--- config.mk ---
export PLATFORM = sky130hd
export DESIGN_NAME = mp_uart_rx
export DESIGN_NICKNAME = d
export VERILOG_FILES = /design/src/rtl/mpu_rx_pkg.sv /design/src/rtl/mpu_rx_sync.sv /design/src/rtl/mpu_rx_frame.sv /design/src/rtl/mpu_rx_flags.sv /design/src/rtl/mp_uart_rx.sv
export SDC_FILE = /design/constraint.sdc
export NUM_CORES = 1
export LEC_CHECK = 0
export BUFFER_PORTS_ARGS = -buffer_cell sky130_fd_sc_hd__buf_2
export CAP_MARGIN = 30
export CORE_MARGIN = 5
export CORE_UTILIZATION = 40
export DETAILED_ROUTE_END_ITERATION = 8
export PLACE_DENSITY = 0.67
export SLEW_MARGIN = 20
export SYNTH_ARGS = -nofsm -noshare
export SYNTH_HDL_FRONTEND = slang
export SYNTH_SLANG_ARGS = --single-unit
--- constraint.sdc ---
create_clock -name clk -period 2.08 [get_ports clk]
set_input_delay 0.104 -clock clk [delete_from_list [all_inputs] [get_ports clk]]
set_output_delay 0.104 -clock clk [all_outputs]
set_load 0.02 [all_outputs]
--- src/rtl/mpu_rx_pkg.sv ---
package mpu_rx_pkg;
   typedef enum logic [1:0] {
      RX_IDLE  = 2'd0,
      RX_START = 2'd1,
      RX_BITS  = 2'd2,
      RX_STOP  = 2'd3
   } rx_state_e;
endpackage

--- src/rtl/mpu_rx_sync.sv ---
module mpu_rx_sync #(
   parameter int STAGES = 2
) (
   input  logic clk,
   input  logic rst_n,
   input  logic d_in,
   output logic d_out
);
   logic [STAGES-1:0] chain;

   generate
      for (genvar i = 0; i < STAGES; i++) begin : g_stage
         if (i == 0) begin : g_first
            always_ff @(posedge clk or negedge rst_n) begin
               if (!rst_n) chain[0] <= 1'b1;
               else        chain[0] <= d_in;
            end
         end else begin : g_next
            always_ff @(posedge clk or negedge rst_n) begin
               if (!rst_n) chain[i] <= 1'b1;
               else        chain[i] <= chain[i-1];
            end
         end
      end
   endgenerate

   assign d_out = chain[STAGES-1];
endmodule

--- src/rtl/mpu_rx_frame.sv ---
module mpu_rx_frame
   import mpu_rx_pkg::*;
#(
   parameter int OVERSAMPLE = 16,
   parameter int DATA_W     = 8
) (
   input  logic            clk,
   input  logic            rst_n,
   input  logic            line_s,
   input  logic            tick,
   output logic            done,
   output logic [DATA_W:0] word,
   output logic            stop_ok
);
   localparam int CNT_W  = $clog2(OVERSAMPLE);
   localparam int NBITS  = DATA_W + 1;
   localparam int IDX_W  = $clog2(NBITS + 1);
   localparam logic [CNT_W-1:0] HALF_M1 = CNT_W'(OVERSAMPLE / 2 - 1);
   localparam logic [CNT_W-1:0] FULL_M1 = CNT_W'(OVERSAMPLE - 1);
   localparam logic [IDX_W-1:0] LAST_IX = IDX_W'(NBITS - 1);

   rx_state_e        state;
   logic [CNT_W-1:0] cnt;
   logic [IDX_W-1:0] idx;
   logic [DATA_W:0]  shreg;

   always_ff @(posedge clk or negedge rst_n) begin
      if (!rst_n) begin
         state   <= RX_IDLE;
         cnt     <= '0;
         idx     <= '0;
         shreg   <= '0;
         done    <= 1'b0;
         stop_ok <= 1'b0;
      end else begin
         done <= 1'b0;
         if (tick) begin
            case (state)
               RX_IDLE: begin
                  cnt <= '0;
                  if (!line_s) state <= RX_START;
               end
               RX_START: begin
                  if (cnt == HALF_M1) begin
                     cnt <= '0;
                     idx <= '0;
                     state <= line_s ? RX_IDLE : RX_BITS;
                  end else begin
                     cnt <= cnt + 1'b1;
                  end
               end
               RX_BITS: begin
                  if (cnt == FULL_M1) begin
                     cnt   <= '0;
                     shreg <= {line_s, shreg[DATA_W:1]};
                     if (idx == LAST_IX) state <= RX_STOP;
                     else                idx   <= idx + 1'b1;
                  end else begin
                     cnt <= cnt + 1'b1;
                  end
               end
               RX_STOP: begin
                  if (cnt == FULL_M1) begin
                     cnt     <= '0;
                     done    <= 1'b1;
                     stop_ok <= line_s;
                     state   <= RX_IDLE;
                  end else begin
                     cnt <= cnt + 1'b1;
                  end
               end
               default: state <= RX_IDLE;
            endcase
         end
      end
   end

   assign word = shreg;
endmodule

--- src/rtl/mpu_rx_flags.sv ---
module mpu_rx_flags #(
   parameter int DATA_W = 8
) (
   input  logic              clk,
   input  logic              rst_n,
   input  logic              done,
   input  logic [DATA_W:0]   word,
   input  logic              stop_ok,
   input  logic              mp_mode,
   input  logic              flag_clr,
   output logic [DATA_W-1:0] rx_data,
   output logic              rx_ninth,
   output logic              rx_flag,
   output logic              frame_err,
   output logic              overrun
);
   logic accept;
   logic bad_stop;

   assign accept   = done && stop_ok && (!mp_mode || word[DATA_W]);
   assign bad_stop = done && !stop_ok;

   always_ff @(posedge clk or negedge rst_n) begin
      if (!rst_n) begin
         rx_data  <= '0;
         rx_ninth <= 1'b0;
         rx_flag  <= 1'b0;
         overrun  <= 1'b0;
      end else if (accept) begin
         rx_data  <= word[DATA_W-1:0];
         rx_ninth <= word[DATA_W];
         rx_flag  <= 1'b1;
         if (rx_flag && !flag_clr) overrun <= 1'b1;
         else if (flag_clr)        overrun <= 1'b0;
      end else if (flag_clr) begin
         rx_flag <= 1'b0;
         overrun <= 1'b0;
      end
   end

   always_ff @(posedge clk or negedge rst_n) begin
      if (!rst_n)        frame_err <= 1'b0;
      else if (bad_stop) frame_err <= 1'b1;
      else if (flag_clr) frame_err <= 1'b0;
   end
endmodule

--- src/rtl/mp_uart_rx.sv ---
module mp_uart_rx #(
   parameter int OVERSAMPLE  = 16,
   parameter int DATA_W      = 8,
   parameter int SYNC_STAGES = 2
) (
   input  logic              clk,
   input  logic              rst_n,
   input  logic              rx_line,
   input  logic              baud_tick,
   input  logic              mp_mode,
   input  logic              flag_clr,
   output logic [DATA_W-1:0] rx_data,
   output logic              rx_ninth,
   output logic              rx_flag,
   output logic              frame_err,
   output logic              overrun
);
   generate
      if (OVERSAMPLE < 4 || (OVERSAMPLE % 2) != 0) begin : g_bad_ovs
         $error("OVERSAMPLE must be even and at least 4");
      end
      if (DATA_W < 1) begin : g_bad_w
         $error("DATA_W must be at least 1");
      end
      if (SYNC_STAGES < 1) begin : g_bad_sync
         $error("SYNC_STAGES must be at least 1");
      end
   endgenerate

   logic            line_s;
   logic            fr_done;
   logic [DATA_W:0] fr_word;
   logic            fr_stop_ok;

   mpu_rx_sync #(.STAGES(SYNC_STAGES)) sync_i (
      .clk   (clk),
      .rst_n (rst_n),
      .d_in  (rx_line),
      .d_out (line_s)
   );

   mpu_rx_frame #(.OVERSAMPLE(OVERSAMPLE), .DATA_W(DATA_W)) frame_i (
      .clk     (clk),
      .rst_n   (rst_n),
      .line_s  (line_s),
      .tick    (baud_tick),
      .done    (fr_done),
      .word    (fr_word),
      .stop_ok (fr_stop_ok)
   );

   mpu_rx_flags #(.DATA_W(DATA_W)) flags_i (
      .clk       (clk),
      .rst_n     (rst_n),
      .done      (fr_done),
      .word      (fr_word),
      .stop_ok   (fr_stop_ok),
      .mp_mode   (mp_mode),
      .flag_clr  (flag_clr),
      .rx_data   (rx_data),
      .rx_ninth  (rx_ninth),
      .rx_flag   (rx_flag),
      .frame_err (frame_err),
      .overrun   (overrun)
   );
endmodule

==> flow_metrics.env <==
export IMPL_synthArstFlopShare_pct=100
export IMPL_avgSynthCellArea_um2=12.9
export IMPL_p_leak_nw=0.898
export IMPL_ys_types=37
export IMPL_tightest_slew_ns=0.771
export IMPL_wirelength_mm=2.69
export IMPL_grt_max_degree=36
export IMPL_syn_inst=121
export IMPL_vias_per_cell=5.31
export IMPL_gp_congestion=0.786
export IMPL_final_nets=153
export IMPL_clk_path_buf_depth=2
export IMPL_cp_cell_sequence="ha_1 > nand4_1 > nor2_2 > mux2_2"
export IMPL_drc_errors=0
export IMPL_antenna_found_initial=0
export IMPL_ir_worst_vdd_mv=0.438
export IMPL_cp_max_fo=9
export IMPL_layout_min_cycle_time_ns=1.71
export IMPL_status="completed"
export IMPL_holdBufCountCts=2
export IMPL_hold_class="in -> reg"
export IMPL_root_buffer="clkbuf_8"
export IMPL_drive_above_1_share_pct=38.9
export IMPL_maxCapViolCount=0
export IMPL_setup_tns_final_ns=0
export IMPL_die_h_um=72.6
export IMPL_place_area_um2=1690
export IMPL_syn_nets=130
export IMPL_cts_clk_slew_worst_paths_ns=0.07
export IMPL_cp_arrival_ns=1.87
export IMPL_power_total_mw=1.81
export IMPL_clock_latency_ns=0.28
export IMPL_synth_top_cell_area_share_pct=52.7
export IMPL_start_util_pct=42.2
export IMPL_fmaxAchievable_ghz=0.586
export IMPL_cts_htree_levels=2
export IMPL_required_ns=2.24
export IMPL_worstSetupPathType="reg -> reg"
export IMPL_fin_util_pct=48.3
export IMPL_num_antenna_cells=0
export IMPL_maxSlewViolCount=0
export IMPL_p_per_area_nw_per_um2=1010
export IMPL_fin_area_um2=1800
export IMPL_hpwl_mm=1.89
export IMPL_gr_total_overflow=0
export IMPL_end_kind="register"
export IMPL_cts_buffers=5
export IMPL_grt_pass1_vias=1031
export IMPL_row_count=22
export IMPL_core_um2=3720
export IMPL_die_w_um=72.6
export IMPL_post_cts_buffers=0
export IMPL_final_cell_mix="33 x dfrtp_1, 20 x mux2_2, 17 x buf_2, 12 x inv_1, 6 x clkbuf_8"
export IMPL_post_synth_top_area_cell="dfrtp_1"
export IMPL_rsz0062_at_grt="false"
export IMPL_grt_pass1_wl_mm=4.71
export IMPL_dominantRegCellSynth="dfrtp_1"
export IMPL_ys_ff_latch=35
export IMPL_ant_nets=0
export IMPL_wl_per_cell_um=14.0
export IMPL_port_buffers=17
export IMPL_pre_cts_ws_ns=0.385
export IMPL_fillers=349
export IMPL_slowest_stage="nor2_2"
export IMPL_areaGrowthSynthToFinish_pct=14.6
export IMPL_drt_iter0_markers=29
export IMPL_fin_crit_sh_pct=82.1
export IMPL_dr_pass1_iters=4
export IMPL_via_count=1019
export IMPL_hold_viol=0
export IMPL_start_kind="register"
export IMPL_critPathMaxStageDelay_ns=0.41
export IMPL_skew_ns=0.00567
export IMPL_cts_tree="built"
export IMPL_max_slew_margin_rel_pct=48.6
export IMPL_ios=18
export IMPL_cts_sinks=35
export IMPL_synthTopCellsByArea="dfrtp_1 53%, mux2_2 14%, dfstp_2 3.4%"
export IMPL_ys_warn_count=0
export IMPL_cts_resized=0
export IMPL_worst_slack_ns=0.372
export IMPL_synthesis_area_um2=1570
export IMPL_finalSetupViolCount=0
export IMPL_dieArea_um2=5270
export IMPL_grt_total_usage_pct=11.7
export IMPL_ys_seq_area_share_pct=56.1
export IMPL_synth_edf_count=0
export IMPL_layout_commonest_cell="dfrtp_1"
where the power goes:
part | internal, mW | switching, mW | leakage [nW]
Combinational | 0.201 | 0.219 | 0.391
Sequential | 0.774 | 0.124 | 0.460
Clock | 0.259 | 0.227 | 0.0470
synthesized netlist by cell type, types with 2 or more instances:
| library cell | count |
|---|---|
| dfrtp_1 | 33 |
| mux2_2 | 20 |
| inv_1 | 12 |
| o21ai_0 | 5 |
| a31oi_1 | 4 |
| nor2_1 | 4 |
| ha_1 | 3 |
| nand2_1 | 3 |
| nand3_1 | 3 |
| o22ai_1 | 3 |
| buf_4 | 2 |
| dfstp_2 | 2 |
| nor2b_1 | 2 |
| xnor2_2 | 2 |
routing by layer:
metal / global-route usage (%) / routed length (um) / up-vias
li1: - / - / 481
met1: 13.5 / 1170 / 497
met2: 18.6 / 1320 / 34
met3: 4.27 / 142 / 7
met4: 6.97 / 65 / 0
met5: 0 / 0 / -
final cells by class:
| cell class | instances | area (um2) | share of cell area, % |
|---|---|---|---|
| sequential | 35 | 878 | 48.9 |
| multi-input combinational | 70 | 612 | 34.1 |
| timing repair buffer | 20 | 113 | 6.27 |
| clock buffer | 6 | 82.6 | 4.60 |
| tap | 48 | 60.1 | 3.34 |
| inverter | 12 | 45.0 | 2.51 |
| clock inverter | 1 | 5.00 | 0.279 |
logic make-up after synthesis:
| group | share of synthesized area, % |
|---|---|
| DFF | 56.1 |
| adders and majority gates | 2.40 |
| xor gates and xnor gates | 2.08 |
| muxes | 14.4 |
| buffers and inverters | 4.87 |
| AOI/OAI and AO/OA | 13.3 |
| and+or+nand+nor | 6.87 |
path summary, 6_finish.rpt:
check	start	to	slack (ns)	cells after the start
max in group asynchronous	rst_n	frame_i.word[8]	1.15	2
worst max register to register	frame_i.cnt[1]	frame_i.word[8]	0.37	4
min in group asynchronous	rst_n	frame_i.idx[3]	0.44	2
worst min register to register	sync_i.chain[0]	sync_i.d_out	0.36	0
worst max-delay path	frame_i.cnt[1]	frame_i.word[8]	0.37	4
worst min-delay path	flag_clr	flags_i.frame_err	0.02	2
per-stage QoR:
step,hold WS (ns),cells
after CTS,0.0177,192
after detailed placement,0.210,183
final,0.0244,192
after global routing,0.0405,192
after floorplan,-0.192,121
after global placement,0.203,183
state kept, by name, indices dropped and copies added, names as in the netlist, named ones only:
signal / cells
frame_i.word: 9
flags_i.rx_data: 8
frame_i.cnt: 4
frame_i.idx: 4
flags_i.frame_err: 1
flags_i.overrun: 1
flags_i.rx_flag: 1
flags_i.rx_ninth: 1
frame_i.done: 1
frame_i.state: 1
frame_i.stop_ok: 1
sync_i.chain: 1
sync_i.d_out: 1
worst max-delay path: cells and delay by family, from the launching register on:
kind	cells	cell delay (ns)
adders and majority gates	1	0.25
DFF	1	0.38
and+or+nand+nor	2	0.57
muxes	1	0.38
No activity file was read; power rests on OpenSTA's default activity.
